### config.mk
export PLATFORM = sky130hd
export DESIGN_NAME = scanline_irq_counter
export DESIGN_NICKNAME = d
export VERILOG_FILES = /design/src/rtl/scanirq_pkg.sv /design/src/rtl/vbus_edge_detect.sv /design/src/rtl/edge_filter.sv /design/src/rtl/line_counter.sv /design/src/rtl/irq_ctrl.sv /design/src/rtl/scanline_irq_counter.sv
export SDC_FILE = /design/constraint.sdc
export NUM_CORES = 1
export LEC_CHECK = 0
export ABC_AREA = 1
export CORE_MARGIN = 1
export CORE_UTILIZATION = 40
export DETAILED_ROUTE_END_ITERATION = 12
export PLACE_DENSITY = 0.67
export RECOVER_POWER = 25
export REMOVE_ABC_BUFFERS = 1
export SLEW_MARGIN = 20
export SYNTH_ARGS = -nofsm -noshare
export SYNTH_HDL_FRONTEND = slang
export SYNTH_SLANG_ARGS = --single-unit
### constraint.sdc
create_clock -name clk -period 2.97 [get_ports clk]
set_input_delay 0.594 -clock clk [delete_from_list [all_inputs] [get_ports clk]]
set_output_delay 0.594 -clock clk [all_outputs]
set_load 0.05 [all_outputs]
### src/rtl/scanirq_pkg.sv
package scanirq_pkg;

  typedef enum logic [1:0] {
    CNT_HOLD   = 2'd0,
    CNT_CLEAR  = 2'd1,
    CNT_RELOAD = 2'd2,
    CNT_STEP   = 2'd3
  } cnt_action_e;

  // Pick the counter action; clear outranks an edge
  function automatic cnt_action_e pick_action(input logic clear,
                                              input logic qual,
                                              input logic at_zero);
    if (clear)        return CNT_CLEAR;
    else if (!qual)   return CNT_HOLD;
    else if (at_zero) return CNT_RELOAD;
    else              return CNT_STEP;
  endfunction

endpackage

### src/rtl/vbus_edge_detect.sv
module vbus_edge_detect #(
  parameter int ADDR_W   = 14,
  parameter int EDGE_BIT = 12
) (
  input  logic              clk,
  input  logic              rst_n,
  input  logic              strobe,
  input  logic [ADDR_W-1:0] addr,
  output logic              rise
);
  logic [ADDR_W-1:0] last_addr;

  function automatic logic is_rise(input logic prev_bit, input logic cur_bit);
    return !prev_bit && cur_bit;
  endfunction

  assign rise = strobe && is_rise(last_addr[EDGE_BIT], addr[EDGE_BIT]);

  always_ff @(posedge clk or negedge rst_n) begin
    if (!rst_n)      last_addr <= '0;
    else if (strobe) last_addr <= addr;
  end

  // each strobed access stores its address
  a_r2_store: assert property (@(posedge clk) disable iff (!rst_n)
    strobe |=> last_addr == $past(addr));
  // an unstrobed cycle leaves the stored address untouched
  a_r2_hold: assert property (@(posedge clk) disable iff (!rst_n)
    !strobe |=> $stable(last_addr));
endmodule

### src/rtl/edge_filter.sv
module edge_filter #(
  parameter int FILTER_TICKS = 6
) (
  input  logic clk,
  input  logic rst_n,
  input  logic tick,
  input  logic rise,
  output logic qual
);
  localparam int FILT_W = $clog2(FILTER_TICKS + 1);
  localparam logic [FILT_W-1:0] FILT_LOAD = FILT_W'(FILTER_TICKS);

  logic [FILT_W-1:0] remain;
  logic              idle;

  function automatic logic [FILT_W-1:0] next_remain(input logic [FILT_W-1:0] cur,
                                                    input logic r,
                                                    input logic t);
    if (r)                   return FILT_LOAD;
    else if (t && cur != '0) return cur - 1'b1;
    else                     return cur;
  endfunction

  assign idle = (remain == '0);
  assign qual = rise && idle;

  always_ff @(posedge clk or negedge rst_n) begin
    if (!rst_n) remain <= '0;
    else        remain <= next_remain(remain, rise, tick);
  end

  // every rise restarts the window
  a_r3_load: assert property (@(posedge clk) disable iff (!rst_n)
    rise |=> remain == FILT_LOAD);
  // ticks wear the window down by one
  a_r3_step: assert property (@(posedge clk) disable iff (!rst_n)
    (!rise && tick && !idle) |=> remain == $past(remain) - 1'b1);
  // no change without a tick or a rise
  a_r3_still: assert property (@(posedge clk) disable iff (!rst_n)
    (!rise && !tick) |=> $stable(remain));
endmodule

### src/rtl/line_counter.sv
module line_counter
  import scanirq_pkg::*;
#(
  parameter int CNT_W = 8
) (
  input  logic             clk,
  input  logic             rst_n,
  input  logic             qual,
  input  logic             wr_clear,
  input  logic             wr_latch,
  input  logic [CNT_W-1:0] wr_data,
  output logic             hit
);
  logic [CNT_W-1:0] count;
  logic [CNT_W-1:0] reload;
  cnt_action_e      act;

  function automatic logic [CNT_W-1:0] next_count(input cnt_action_e a,
                                                  input logic [CNT_W-1:0] cur,
                                                  input logic [CNT_W-1:0] rl);
    case (a)
      CNT_CLEAR:  return '0;
      CNT_RELOAD: return rl;
      CNT_STEP:   return cur - 1'b1;
      default:    return cur;
    endcase
  endfunction

  assign act = pick_action(wr_clear, qual, count == '0);
  assign hit = (act == CNT_STEP) && (count == CNT_W'(1));

  always_ff @(posedge clk or negedge rst_n) begin
    if (!rst_n) begin
      count  <= '0;
      reload <= '0;
    end else begin
      count <= next_count(act, count, reload);
      if (wr_latch) reload <= wr_data;
    end
  end

  // a qualified edge on zero takes the old reload value
  a_r4_reload: assert property (@(posedge clk) disable iff (!rst_n)
    (qual && !wr_clear && count == '0) |=> count == $past(reload));
  // a reload never reports a hit
  a_r4_quiet: assert property (@(posedge clk) disable iff (!rst_n)
    (count == '0) |-> !hit);
  // clear forces zero
  a_r8_clear: assert property (@(posedge clk) disable iff (!rst_n)
    wr_clear |=> count == '0);
  // a hit leaves the counter at zero
  a_r5_zero: assert property (@(posedge clk) disable iff (!rst_n)
    hit |=> count == '0);
endmodule

### src/rtl/irq_ctrl.sv
module irq_ctrl (
  input  logic clk,
  input  logic rst_n,
  input  logic tick,
  input  logic hit,
  input  logic wr_on,
  input  logic wr_off,
  output logic irq
);
  logic enable;
  logic flag;

  always_ff @(posedge clk or negedge rst_n) begin
    if (!rst_n) begin
      enable <= 1'b0;
      flag   <= 1'b0;
      irq    <= 1'b0;
    end else begin
      if (wr_off)     enable <= 1'b0;
      else if (wr_on) enable <= 1'b1;
      if (wr_off)             flag <= 1'b0;
      else if (hit && enable) flag <= 1'b1;
      if (tick) irq <= flag;
    end
  end

  // an enabled hit sets the flag
  a_r5_set: assert property (@(posedge clk) disable iff (!rst_n)
    (hit && enable && !wr_off) |=> flag);
  // a disabled hit does not set it
  a_r6_masked: assert property (@(posedge clk) disable iff (!rst_n)
    (!flag && !enable) |=> !flag);
  // the flag holds until acknowledged
  a_r7_hold: assert property (@(posedge clk) disable iff (!rst_n)
    (flag && !wr_off) |=> flag);
  // acknowledge wins
  a_r11_off: assert property (@(posedge clk) disable iff (!rst_n)
    wr_off |=> !flag && !enable);
  // output only moves on ticks
  a_r9_stable: assert property (@(posedge clk) disable iff (!rst_n)
    !tick |=> $stable(irq));
endmodule

### src/rtl/scanline_irq_counter.sv
module scanline_irq_counter #(
  parameter int ADDR_W       = 14,
  parameter int EDGE_BIT     = 12,
  parameter int CNT_W        = 8,
  parameter int FILTER_TICKS = 6
) (
  input  logic              clk,
  input  logic              rst_n,
  input  logic              cpu_tick,
  input  logic [ADDR_W-1:0] vbus_addr,
  input  logic              vbus_strobe,
  input  logic              wr_latch,
  input  logic [CNT_W-1:0]  wr_data,
  input  logic              wr_irq_on,
  input  logic              wr_irq_off,
  input  logic              wr_clear,
  output logic              irq
);
  logic edge_rise;
  logic edge_qual;
  logic count_hit;

  vbus_edge_detect #(.ADDR_W(ADDR_W), .EDGE_BIT(EDGE_BIT)) u_edge (
    .clk(clk), .rst_n(rst_n), .strobe(vbus_strobe), .addr(vbus_addr),
    .rise(edge_rise));

  edge_filter #(.FILTER_TICKS(FILTER_TICKS)) u_filt (
    .clk(clk), .rst_n(rst_n), .tick(cpu_tick), .rise(edge_rise),
    .qual(edge_qual));

  line_counter #(.CNT_W(CNT_W)) u_cnt (
    .clk(clk), .rst_n(rst_n), .qual(edge_qual), .wr_clear(wr_clear),
    .wr_latch(wr_latch), .wr_data(wr_data), .hit(count_hit));

  irq_ctrl u_irq (
    .clk(clk), .rst_n(rst_n), .tick(cpu_tick), .hit(count_hit),
    .wr_on(wr_irq_on), .wr_off(wr_irq_off), .irq(irq));

  // only a rise can qualify
  a_r3_qual_from_rise: assert property (@(posedge clk) disable iff (!rst_n)
    edge_qual |-> edge_rise);
  // no edges without a strobe
  a_r2_no_strobe: assert property (@(posedge clk) disable iff (!rst_n)
    !vbus_strobe |-> !edge_rise);
endmodule

==> impl_metrics.yaml, run 1 <==
finish:
  final_layout_size_suffix_gt1_share_pct: 12.26
  finalNetCount: 191
  syn_to_final_growth_pct: 19.16
  num_antenna_cells: 0
  utilization_pct: 51.70
cts:
  path_clk_slew_ns: 0.13
  cts_resized: 0
  clockBufferDepth: 2
  clkLatencyLatePin_ns: 0.32
  cts_setup_buffers: 0
  tritoncts: "built"
  cts_hold_buf: 0
  clockRootBuffer: "clkbuf_4"
  cts_buffers: 3
  cts.sinks: 23
  h-tree-depth: 1
worst_setup_path:
  worstPathBufferInverterCount: 1
  cp_slowest_cell: "clkdlybuf4s50_1"
  r2r_end: "u_filt.remain[0]"
  path_class: "flip-flop to output port"
  r2r_slack_ns: 1.50
  timing.rr.start: "u_filt.remain[0]"
  path_cells: "clkdlybuf4s50_1"
  start_kind: "flip-flop"
  crit_family: "buffers and inverters"
  worst_setup_path_end_kind: "output port"
  arrival_ns: 1.48
  crit_cells: 1
  required_ns: 2.38
  cp_max_fo: 2
  cp_slowest_stage_delay_ns: 0.80
  reg2reg_depth: 6
  cp-startpoint: "u_irq.irq"
  worstSetupEndpoint: "irq"
outcome:
  status: "finished, final reports clean"
floorplan:
  ios: 31
  die_width_um: 57.40
  start_util_pct: 43.39
  dieArea_um2: 3294
  rows: 19
  core_area_um2: 2829
  die_h_um: 57.40
routing:
  drcViolationCount: 0
  drtIter0Drc: 15
  vias: 968
  wirelength_mm: 2.293
  ant_nets: 0
  wl_per_cell_um: 12.33
  first_pass_iters: 4
  via_per_inst: 5.204
logic_synthesis:
  synth_seq_area_share_pct: 46.89
  ys_warn_count: 0
  synthCells: 134
  synth_cell_type_count: 26
  synth-seq-cells: 23
  syn_area_um2: 1227
  syn_area_per_cell_um2: 9.160
sta:
  maxSlewViolCount: 0
  period_share_pct: 69.69
  fin_skew_ns: 0.005178
  hold_viol: 0
  relSlewSlack_pct: 15.91
  max_freq_ghz: 0.4831
  period_needed_ns: 2.070
  worst_pin_slew_ns: 1.261
  setup_viol: 0
  tns_ns: 0
  whs_ns: 0.5199
  rsz0062_at_grt: "no"
global_route:
  grt_pass1_wl_mm: 4.271
  antenna_found_initial: 0
  grt_use_total_pct: 16.72
  grt_max_degree: 24
  grt_pass1_vias: 1013
  overflow: 0
power_and_ir_drop:
  ir_drop_mv: 0.3060
  power_density_nw_per_um2: 502.3
  leakage_nw: 0.6698
  total_power_w: 0.0007347
place:
  io_buffers: 17
  post-dp-hpwl_mm: 1.752
  gp_congestion: 0.8941
hold_path:
  hold_class: "flip-flop to flip-flop"
run:
  drv_cap: 0
## through the flow
stage	setup slack [ns]	area (um2)	cells
6_report	0.9001	1463	186
2_1_floorplan	1.647	1222	133
4_1_cts	0.8872	1466	186
5_1_grt	0.8435	1463	186
3_5_place_dp	0.9890	1439	182
3_3_place_gp	1.006	1439	182
## layer usage
layer  share of wire (%)  GRT usage (%)  vias to the layer above
li1                    -              -                      490
met1                  45          20.20                      453
met5                   0              0                        -
met3                 3.8          4.082                        7
met2                  49          28.74                       18
met4                 1.8          6.272                        0
## registers in the layout (all words and copies together) (netlist names)
signal	count
u_irq.enable	1
u_filt.remain	3
u_irq.irq	1
u_edge.last_addr	1
u_irq.flag	1
u_cnt.reload	8
u_cnt.count	8
## Yosys cell counts (all sizes together)
| cell | instances | area share [%] |
|---|---|---|
| a21boi | 1 | 0.61 |
| a21oi | 4 | 1.6 |
| and2 | 1 | 0.51 |
| and2b | 1 | 0.61 |
| buf | 1 | 0.41 |
| clkinv | 1 | 0.31 |
| dfrtp | 23 | 47 |
| ha | 5 | 5.1 |
| inv | 12 | 3.7 |
| mux2 | 8 | 7.3 |
| nand2 | 19 | 6.6 |
| nand3 | 29 | 12 |
| nand4 | 2 | 1.0 |
| nor2 | 17 | 8.0 |
| o211ai | 1 | 0.61 |
| o21ai | 6 | 2.4 |
| o21bai | 1 | 0.61 |
| xnor2 | 1 | 0.71 |
| xor2 | 1 | 0.71 |
## power by group
part	leakage, nW	total, W	switching, W	internal [W]
clock	0.0177	0.000148	0.0000980	0.0000504
combinational	0.361	0.000208	0.000115	0.0000926
sequential	0.291	0.000378	0.0000261	0.000352
## worst min-delay path by stage
stage / from / end / slack (ns) / cells after the start
floorplan: rst_n / u_cnt.count[0] / 0.30 / 0
global placement: u_cnt.reload[1] / u_cnt.count[1] / 0.48 / 2
detailed placement: u_cnt.reload[1] / u_cnt.count[1] / 0.48 / 2
CTS: u_cnt.reload[1] / u_cnt.count[1] / 0.52 / 2
global route: u_cnt.reload[1] / u_cnt.reload[1] / 0.55 / 1
finish: u_cnt.reload[1] / u_cnt.count[1] / 0.52 / 2
## final cells by class
class / count / area (um2)
clock buffer: 3 / 22.52
tap: 31 / 38.79
multi-input combinational: 97 / 598.1
clock inverter: 1 / 5.005
timing repair buffer: 18 / 173.9
inverter: 13 / 48.80
sequential: 23 / 575.6
fill: 260 / 1366
## cells by family after synthesis
logic type / count (synthesis) / share of synthesized area [%]
flops: 23 / 46.89
xor+xnor: 2 / 1.427
buf+inv: 14 / 4.382
mux: 8 / 7.340
fa+ha+maj: 5 / 5.097
simple gates: 69 / 28.95
compound gates: 13 / 5.913
## layout by cell type (no fill, tap or decap)
cell type / instances
o211ai_1: 1
clkinv_1: 1
nand2_4: 1
nor2_4: 2
inv_1: 12
clkinv_2: 1
ha_1: 5
dlygate4sd3_1: 1
a21boi_0: 1
nor2_8: 1
nor2_2: 1
o21bai_1: 1
nand2_2: 1
nand4_1: 2
clkbuf_1: 1
nand3_1: 28
clkbuf_4: 3
and2_1: 1
dfrtp_1: 23
nor2_1: 13
clkdlybuf4s50_1: 16
and2b_1: 1
mux2_2: 8
o21ai_1: 2
nand3_2: 1
xnor2_1: 1
o21ai_0: 4
nand2_1: 17
a21oi_1: 4
xor2_1: 1
No activity file was read; power rests on OpenSTA's default activity.
==> inputs of run 2 (changes only) <==
==> constraint.sdc (replaced) <==
create_clock -name clk -period 2 [get_ports clk]
set_input_delay 0.4 -clock clk [delete_from_list [all_inputs] [get_ports clk]]
set_output_delay 0.4 -clock clk [all_outputs]
set_load 0.05 [all_outputs]
==> run 2 against run 1 <==
  * Sequential power up 49%
  * Final cell count up 0.54%
  * Power up 50%
  * Critical path type unchanged
  * Highest routed layer unchanged
==> impl_metrics.yaml, run 2 (synthesis gave the netlist of run 1 again) <==
floorplan:
  dieArea_um2: 3294
  core_area_um2: 2829
  die_width_um: 57.40
  start_util_pct: 43.39
  ios: 31
  rows: 19
  die_h_um: 57.40
outcome:
  status: "finished, final reports clean"
routing:
  drtIter0Drc: 30
  ant_nets: 0
  via_per_inst: 5.353
  first_pass_iters: 4
  wirelength_mm: 2.275
  wl_per_cell_um: 12.17
  drcViolationCount: 0
  vias: 1001
worst_setup_path:
  cp_max_fo: 2
  cp_slowest_stage_delay_ns: 0.80
  required_ns: 1.60
  path_class: "flip-flop to output port"
  cp-startpoint: "u_irq.irq"
  worstPathBufferInverterCount: 1
  arrival_ns: 1.50
  start_kind: "flip-flop"
  cp_slowest_cell: "clkdlybuf4s50_1"
  worst_setup_path_end_kind: "output port"
  path_cells: "clkdlybuf4s50_1"
  timing.rr.start: "u_filt.remain[0]"
  crit_family: "buffers and inverters"
sta:
  hold_viol: 0
  period_share_pct: 94.92
  maxSlewViolCount: 0
  rsz0062_at_grt: "no"
  fin_skew_ns: 0.005474
  worst_pin_slew_ns: 1.231
  period_needed_ns: 1.898
  relSlewSlack_pct: 17.94
  max_freq_ghz: 0.5267
  setup_viol: 0
  tns_ns: 0
finish:
  final_layout_size_suffix_gt1_share_pct: 12.82
  num_antenna_cells: 0
  final_common_cell: "nand3_1"
  utilization_pct: 51.97
  mostFrequentLayoutCells: "28 x nand3_1, 23 x dfrtp_1, 17 x nand2_1, 15 x clkdlybuf4s50_1, 13 x nor2_1"
  syn_to_final_growth_pct: 19.78
  top_regs: "u_cnt.count: 8 flops, u_cnt.reload: 8 flops, u_filt.remain: 3 flops"
  finalNetCount: 192
  n_fill_cell: 262
power_and_ir_drop:
  power_density_nw_per_um2: 750.9
  comb_power_share_pct: 28.7
  seqPwrFrac_pct: 51.0
  pwr-share-clk_pct: 20.3
  p_sw_w: 0.0003652
  leakage_nw: 0.6749
  switching_share_pct: 33.08
  internal-power_w: 0.0007388
  ir_drop_mv: 0.4567
place:
  post-dp-hpwl_mm: 1.696
  io_buffers: 17
  gp_congestion: 0.9023
cts:
  cts_setup_buffers: 0
  clkLatencyLatePin_ns: 0.32
  tritoncts: "built"
  cts_resized: 0
  cts_buffers: 3
  h-tree-depth: 1
  cts.sinks: 23
  clockRootBuffer: "clkbuf_4"
  cts_hold_buf: 0
  clockBufferDepth: 2
  path_clk_slew_ns: 0.13
global_route:
  antenna_found_initial: 0
  grt_max_degree: 24
  grt_use_total_pct: 16.00
  grt_pass1_vias: 988
  grt_pass1_wl_mm: 4.133
  overflow: 0
run:
  drv_cap: 0
hold_path:
  hold_class: "flip-flop to flip-flop"
  min-delay-start: "u_cnt.reload[1]"
==> run 2: changes by cell type in the layout (fill, tap and decap cells not counted) <==
cell	previous run	this run
buf_4	0	1
dlygate4sd3_1	1	2
clkdlybuf4s50_1	16	15
==> run 2: worst register-to-register path, cell delays in order (launching register included) <==
cell     delay [ns]
dfrtp_1        0.38
inv_1          0.10
ha_1           0.19
inv_1          0.07
nor2_1         0.16
nand3_2        0.14
nor2_4         0.23
nand2_1        0.09
a21oi_1        0.13
==> run 2: path summary, 6_finish.rpt <==
kind,endpoint,slack (ns),depth (start not counted)
setup / recovery,irq,0.10,1
hold / removal,u_cnt.count[1],0.50,2
setup reg to reg,u_irq.flag,0.46,8
hold reg to reg,u_cnt.count[1],0.50,2
max in group asynchronous,u_cnt.count[7],0.42,2
min in group asynchronous,u_filt.remain[1],0.85,2
==> run 2: through the flow <==
stage               worst slack (ns)  total power (W)  area, um2  std cells  hold slack, ns
floorplan                     0.7330        0.0007858       1222        133          0.1044
global placement              0.2492        0.0008649       1446        183          0.4757
detailed placement            0.2129        0.0008897       1446        183          0.4709
CTS                          0.08757         0.001119       1474        187          0.4185
global route                 0.04987         0.001185       1470        187          0.5413
finish                        0.1016         0.001104       1470        187          0.4979
==> run 2: layer usage <==
layer / up-vias / routed length, um / global-route usage, %
met5: - / 0 / 0
met4: 0 / 48 / 5.923
met3: 5 / 68 / 3.175
met2: 14 / 1023 / 25.58
met1: 490 / 1134 / 21.51
li1: 492 / - / -
==> run 2: layout make-up <==
type | count | area (um2) | area share, %
repair buffers | 19 | 181.4 | 12.34
inverters | 13 | 48.80 | 3.319
flip-flops and latches | 23 | 575.6 | 39.15
well taps | 31 | 38.79 | 2.638
multi-input cells | 97 | 598.1 | 40.68
clock buffers | 3 | 22.52 | 1.532
clock inverters | 1 | 5.005 | 0.3404
==> run 2: power by group through the flow <==
stage | combinational (W) | sequential (W) | clock, W
3_3_place_gp | 0.000297 | 0.000568 | 0
6_report | 0.000317 | 0.000563 | 0.000225
2_1_floorplan | 0.000218 | 0.000568 | 0
3_5_place_dp | 0.000318 | 0.000572 | 0
4_1_cts | 0.000319 | 0.000564 | 0.000236
5_1_grt | 0.000362 | 0.000572 | 0.000251
==> inputs of run 3 (changes only) <==
--- a/config.mk
+++ b/config.mk
@@ -12,7 +12,7 @@
 export PLACE_DENSITY = 0.67
 export RECOVER_POWER = 25
 export REMOVE_ABC_BUFFERS = 1
-export SLEW_MARGIN = 20
+export SLEW_MARGIN = 10
 export SYNTH_ARGS = -nofsm -noshare
 export SYNTH_HDL_FRONTEND = slang
 export SYNTH_SLANG_ARGS = --single-unit
==> results of run 3 <==
No change in the layout: final DEF, timing and power equal those of run 2.
